<file path="src/rtl/rxq_pkg.sv">
package rxq_pkg;

  typedef enum logic [1:0] {
    TRIG_ONE      = 2'b00,
    TRIG_FOUR     = 2'b01,
    TRIG_EIGHT    = 2'b10,
    TRIG_FOURTEEN = 2'b11
  } trigSel_e;

  typedef struct packed {
    logic push;
    logic pop;
    logic clear;
  } rxqStrobe_t;

endpackage

</file>
<file path="src/rtl/rxq_datapath.sv">
module rxq_datapath
  import rxq_pkg::*;
#(
  parameter int WIDTH = 8,
  parameter int DEPTH = 16,
  localparam int PW = $clog2(DEPTH),
  localparam int CW = $clog2(DEPTH + 1)
) (
  input  logic             clk,
  input  logic             rstN,
  input  rxqStrobe_t       strobe,
  input  logic [WIDTH-1:0] wrData,
  output logic [WIDTH-1:0] headData,
  output logic [CW-1:0]    count,
  output logic             notEmpty
);

  logic [WIDTH-1:0] mem [DEPTH];
  logic [PW-1:0]    wrPtr;
  logic [PW-1:0]    rdPtr;

  always_ff @(posedge clk) begin
    if (strobe.push && !strobe.clear) begin
      mem[wrPtr] <= wrData;
    end
  end

  always_ff @(posedge clk or negedge rstN) begin
    if (!rstN) begin
      wrPtr <= '0;
      rdPtr <= '0;
      count <= '0;
    end else if (strobe.clear) begin
      wrPtr <= '0;
      rdPtr <= '0;
      count <= '0;
    end else begin
      if (strobe.push) wrPtr <= wrPtr + PW'(1);
      if (strobe.pop)  rdPtr <= rdPtr + PW'(1);
      case ({strobe.push, strobe.pop})
        2'b10:   count <= count + CW'(1);
        2'b01:   count <= count - CW'(1);
        default: count <= count;
      endcase
    end
  end

  assign headData = mem[rdPtr];
  assign notEmpty = (count != '0);

endmodule

</file>
<file path="src/rtl/rxq_ctrl.sv">
module rxq_ctrl
  import rxq_pkg::*;
#(
  parameter int DEPTH         = 16,
  parameter int TIMEOUT_CHARS = 4,
  parameter int LEVEL_A       = 1,
  parameter int LEVEL_B       = 4,
  parameter int LEVEL_C       = 8,
  parameter int LEVEL_D       = 14,
  localparam int CW = $clog2(DEPTH + 1),
  localparam int TW = $clog2(TIMEOUT_CHARS) + 1
) (
  input  logic          clk,
  input  logic          rstN,
  input  logic          wrStrobe,
  input  logic          rdStrobe,
  input  logic          charTick,
  input  logic          statusAck,
  input  logic          fifoClear,
  input  logic [1:0]    levelSel,
  input  logic [CW-1:0] count,
  output rxqStrobe_t    strobe,
  output logic          overrunFlag,
  output logic          timeoutFlag,
  output logic          irq
);

  logic          isFull;
  logic          isEmpty;
  logic          popOk;
  logic          pushOk;
  logic          overEvent;
  logic [CW-1:0] selLevel;
  logic          threshHit;
  logic          timerArmed;
  logic          timerExpire;
  logic [TW-1:0] tickCnt;

  assign isFull  = (count == CW'(DEPTH));
  assign isEmpty = (count == '0);

  always_comb begin
    case (trigSel_e'(levelSel))
      TRIG_ONE:      selLevel = CW'(LEVEL_A);
      TRIG_FOUR:     selLevel = CW'(LEVEL_B);
      TRIG_EIGHT:    selLevel = CW'(LEVEL_C);
      default:       selLevel = CW'(LEVEL_D);
    endcase
  end

  assign popOk     = rdStrobe && !isEmpty && !fifoClear;
  assign pushOk    = wrStrobe && (!isFull || popOk) && !fifoClear;
  assign overEvent = wrStrobe && isFull && !popOk && !fifoClear;

  always_comb begin
    strobe.push  = pushOk;
    strobe.pop   = popOk;
    strobe.clear = fifoClear;
  end

  assign threshHit   = (count >= selLevel);
  assign timerArmed  = !isEmpty && (count < selLevel) && !timeoutFlag;
  assign timerExpire = timerArmed && charTick && (tickCnt == TW'(TIMEOUT_CHARS - 1));

  always_ff @(posedge clk or negedge rstN) begin
    if (!rstN) begin
      tickCnt <= '0;
    end else if (fifoClear || pushOk || popOk || isEmpty || timerExpire) begin
      tickCnt <= '0;
    end else if (timerArmed && charTick) begin
      tickCnt <= tickCnt + TW'(1);
    end
  end

  always_ff @(posedge clk or negedge rstN) begin
    if (!rstN) begin
      timeoutFlag <= 1'b0;
    end else if (fifoClear || popOk || isEmpty) begin
      timeoutFlag <= 1'b0;
    end else if (timerExpire) begin
      timeoutFlag <= 1'b1;
    end
  end

  always_ff @(posedge clk or negedge rstN) begin
    if (!rstN) begin
      overrunFlag <= 1'b0;
    end else if (fifoClear) begin
      overrunFlag <= 1'b0;
    end else if (overEvent) begin
      overrunFlag <= 1'b1;
    end else if (statusAck) begin
      overrunFlag <= 1'b0;
    end
  end

  assign irq = threshHit || timeoutFlag || overrunFlag;

endmodule

</file>
<file path="src/rtl/rx_queue_irq.sv">
module rx_queue_irq
  import rxq_pkg::*;
#(
  parameter int WIDTH         = 8,
  parameter int DEPTH         = 16,
  parameter int TIMEOUT_CHARS = 4,
  localparam int CW = $clog2(DEPTH + 1)
) (
  input  logic             clk,
  input  logic             rstN,
  input  logic             wrStrobe,
  input  logic [WIDTH-1:0] wrData,
  input  logic             rdStrobe,
  input  logic [1:0]       levelSel,
  input  logic             charTick,
  input  logic             fifoClear,
  input  logic             statusAck,
  output logic [WIDTH-1:0] rdData,
  output logic [CW-1:0]    fillCount,
  output logic             dataReady,
  output logic             overrunFlag,
  output logic             timeoutFlag,
  output logic             irq
);

  rxqStrobe_t strobe;

  rxq_ctrl #(
    .DEPTH(DEPTH),
    .TIMEOUT_CHARS(TIMEOUT_CHARS)
  ) uCtrl (
    .clk(clk),
    .rstN(rstN),
    .wrStrobe(wrStrobe),
    .rdStrobe(rdStrobe),
    .charTick(charTick),
    .statusAck(statusAck),
    .fifoClear(fifoClear),
    .levelSel(levelSel),
    .count(fillCount),
    .strobe(strobe),
    .overrunFlag(overrunFlag),
    .timeoutFlag(timeoutFlag),
    .irq(irq)
  );

  rxq_datapath #(
    .WIDTH(WIDTH),
    .DEPTH(DEPTH)
  ) uData (
    .clk(clk),
    .rstN(rstN),
    .strobe(strobe),
    .wrData(wrData),
    .headData(rdData),
    .count(fillCount),
    .notEmpty(dataReady)
  );

endmodule

</file>
<file path="config.mk">
export PLATFORM = sky130hd
export DESIGN_NAME = rx_queue_irq
export DESIGN_NICKNAME = d
export VERILOG_FILES = /design/src/rtl/rxq_pkg.sv /design/src/rtl/rxq_datapath.sv /design/src/rtl/rxq_ctrl.sv /design/src/rtl/rx_queue_irq.sv
export SDC_FILE = /design/constraint.sdc
export NUM_CORES = 1
export LEC_CHECK = 0
export BUFFER_PORTS_ARGS = -buffer_cell sky130_fd_sc_hd__buf_4
export CORE_ASPECT_RATIO = 1.5
export CORE_MARGIN = 4
export CORE_UTILIZATION = 45
export DETAILED_ROUTE_END_ITERATION = 10
export GPL_TIMING_DRIVEN = 0
export REMOVE_ABC_BUFFERS = 1
export SETUP_SLACK_MARGIN = 0.15
export SYNTH_ARGS = -nofsm -noshare
export SYNTH_HDL_FRONTEND = slang
export SYNTH_SLANG_ARGS = --single-unit
export TNS_END_PERCENT = 30
</file>
<file path="constraint.sdc">
create_clock -name clk -period 2.81 [get_ports clk]
set_clock_uncertainty 0.1 [all_clocks]
set_input_delay 0.281 -clock clk [delete_from_list [all_inputs] [get_ports clk]]
set_output_delay 0.281 -clock clk [all_outputs]
set_load 0.03 [all_outputs]
</file>
==> metrics <==
clock power share 0.369; Routed wire per std cell 22.7 um; Die X between 100 and 150 um; mapped cell area 6270 um^2; CP Max Fanout 3; post-route setup TNS 0 ps; yosys warns 0; DR vias/cell ~5.9; total gr overflow 0; via count around 3.6k; Pre-antenna DRT Iters 5; Net Switching around 1800 uW; Reg clk slew, reported paths around 60 ps; CP arrival approximately 2900 ps; Clock Tree Root clkbuf_16; area of the die roughly 16,000 um^2; crit share post-route 0.961; global-route wire length before repair approximately 22 mm; HPWL Detailed ~8.7 mm; Relative slew margins 0.247; antenna cells 0; largest net degree at the start of global routing 25; GRT Util Overall 0.184; syn_area_per_cell 15.9 um^2; Netlist cell types 47; DP Cell Count 572; clk sinks roughly 150; Critical Path Source Type flip-flop; Final Hold Slack approximately 24 ps; RSZ-0062 raised after global routing true; Longest Clk Path Bufs 2; nets@finish roughly 470; Final min period about 2700 ps; fmax between 300 and 400 MHz; Setup WS post-layout ~110 ps; max_cap viols 0; drt first-iter violations about 260; Starting Density 0.461; Final Setup Violations 0; H-tree lvl count 4; row count 52; Layout fillers between 1k and 1.5k; Clock Latency Late Sink slightly above 400 ps; Worst VDD drop 0.408 mV; critical path capture point type flip-flop; clock tree from TritonCTS yes; Post-DRT Antenna Nets 0; initial antenna violation count 0; Total Wirelength ~14 mm; Leak between 0.002 and 0.003 uW; fraction of layout cells with a size suffix above 1 0.251; Port Buf Inserts 33; CORE AREA 13,600 um^2; status complete, no violations; endpoints failing hold 0; fin. max-slew vios 0; Top FF cell, synth edfxtp_1; WS Path Type flip-flop to flip-flop; share of the synthesized area in the top cell type 0.613; Reg power frac 0.404; Syn Inst Count 395; Storage cell area about 4300 um^2; dpl ws -316 ps; Gate power share 0.227; vias in the first global route about 3.8k; Post-synth EDFFs ~130; Seq cells post-synth between 100 and 150; sequential-to-total area share from yosys stat 0.685; Die Y about 150 um; area of the multi-input gates around 1900 um^2; Area growth syn-to-layout 19.6%; CTS Buf Count 17; I/O pin count 34; Internal Power approximately 4600 uW; Area contributors post-synth edfxtp_1, dfrtp_1, mux2i_1; Post-route DRC 0; HP Class input port to flip-flop; actual slew at the worst max-slew pin roughly 1100 ps; Async SR Flop Fraction 0.123; Final Non-Filler Cells a little over 600; Net Sw Frac 0.279; required time of the critical path 3000 ps; gp weighted congestion about 0.75; PD cells around 850 nW/um^2; post-synth top area cell edfxtp_1
==> timing repair <==
| item | in CTS | in global routing |
|---|---|---|
| hold buffers | 1 | 0 |
| gates cloned | 1 | 0 |
| hold endpoints to repair | 18 | 0 |
| buffers inserted | 11 | 0 |
| resized for setup | 19 | 2 |
| pin swaps | 5 | 0 |
| setup endpoints to repair | 59 | 75 |
==> cell usage after synthesis, drive strengths merged, types with 3 or more instances <==
cell    count
or3         3
mux4       16
xor2        3
nand2b      4
clkbuf     12
or4         3
a31oi       3
edfxtp    128
inv        17
o21ai      14
a21oi       7
ha         14
nand2      13
a211oi      3
buf         7
xnor2       3
nor2       34
a22oi       8
dfrtp      18
mux2i      38
mux2        3
a221oi     16
==> flip-flops by register name, summed over array words and instances (netlist names) <==
register and cells:
uData.mem 128, uData.count 5, uCtrl.tickCnt 3, uData.rdPtr 4, uCtrl.timeoutFlag 1, uCtrl.overrunFlag 1, uData.wrPtr 4
==> routing by layer <==
| metal | GRT usage | wire length, um |
|---|---|---|
| met1 | 0.229 | 5580 |
| met2 | 0.314 | 7310 |
| met3 | 0.0424 | 720 |
| met4 | 0.0678 | 367 |
| met5 | 0 | 0 |
==> path summary, 6_finish.rpt <==
| path | end | slack (ps) | cells after the start | start |
|---|---|---|---|---|
| worst max register to register | uData.count[4]$_DFFE_PN0P_ | 110 | 10 | uData.count[0]$_DFFE_PN0P_ |
| worst min-delay path | uCtrl.overrunFlag$_DFFE_PN0P_ | 20 | 3 | statusAck |
| worst min register to register | uCtrl.tickCnt[2]$_DFFE_PN0P_ | 440 | 2 | uCtrl.tickCnt[2]$_DFFE_PN0P_ |
| min in group asynchronous | uCtrl.timeoutFlag$_DFFE_PN0P_ | 170 | 2 | rstN |
| worst max-delay path | uData.count[4]$_DFFE_PN0P_ | 110 | 10 | uData.count[0]$_DFFE_PN0P_ |
| max in group asynchronous | uData.count[0]$_DFFE_PN0P_ | 2210 | 2 | rstN |
==> through the flow <==
step	utilization	cell area (um^2)	total power, uW
2_1_floorplan	-	6190	3470
3_3_place_gp	0.488	6640	3890
3_5_place_dp	0.491	6670	3910
4_1_cts	0.551	7490	6390
5_1_grt	0.551	7490	6630
6_report	0.551	7490	6350
==> power groups by stage <==
stage / logic (uW) / registers, uW / clock network [uW]
after floorplan: 789 / 2680 / 0
after global routing: 1570 / 2580 / 2480
final: 1440 / 2570 / 2340
after detailed placement: 1310 / 2600 / 0
after CTS: 1460 / 2570 / 2370
after global placement: 1180 / 2710 / 0
==> layout make-up <==
cell class,instances,area share
tap,162,0.0271
multi-input combinational,212,0.253
clock inverter,13,0.0249
timing repair buffer,47,0.0534
clock buffer,19,0.0578
sequential,146,0.575
inverter,18,0.00919
==> critical path: stages (launching register included) <==
cell and delay (ps):
dfrtp_2 430, or4_4 580, o21ai_4 170, or3_4 160, inv_1 110, ha_4 300, nand2b_1 70, buf_4 140
a211oi_1 270, a211o_1 160, a31oi_1 80
==> cell families (layout without fill, tap and decap cells) <==
group | Yosys count | in the layout | synth area share
buffers and inverters | 37 | 97 | 0.0232
multiplexers | 57 | 57 | 0.124
AND/OR/NAND/NOR | 72 | 72 | 0.0571
XOR/XNOR | 6 | 6 | 0.00839
AO/OA/AOI/OAI | 62 | 62 | 0.0713
adder cells (fa/ha/maj) | 15 | 15 | 0.0312
flip-flops | 146 | 146 | 0.685
==> placed cells by master (no fill, tap or decap), types with 4 or more instances in the layout <==
cell type | netlist | layout
a21oi_1 | 7 | 7
a221oi_1 | 16 | 16
a22oi_1 | 8 | 8
buf_4 | 0 | 44
bufinv_16 | 0 | 4
clkbuf_16 | 0 | 17
clkinv_4 | 0 | 4
dfrtp_1 | 18 | 12
dfrtp_2 | 0 | 4
edfxtp_1 | 128 | 128
ha_1 | 14 | 12
inv_1 | 17 | 17
mux2i_1 | 38 | 38
mux4_2 | 16 | 16
nand2_1 | 13 | 13
nand2b_1 | 4 | 4
nor2_1 | 34 | 29
nor2_2 | 0 | 5
o21ai_0 | 13 | 13
Note: power is estimated with default switching activity, not from simulation.
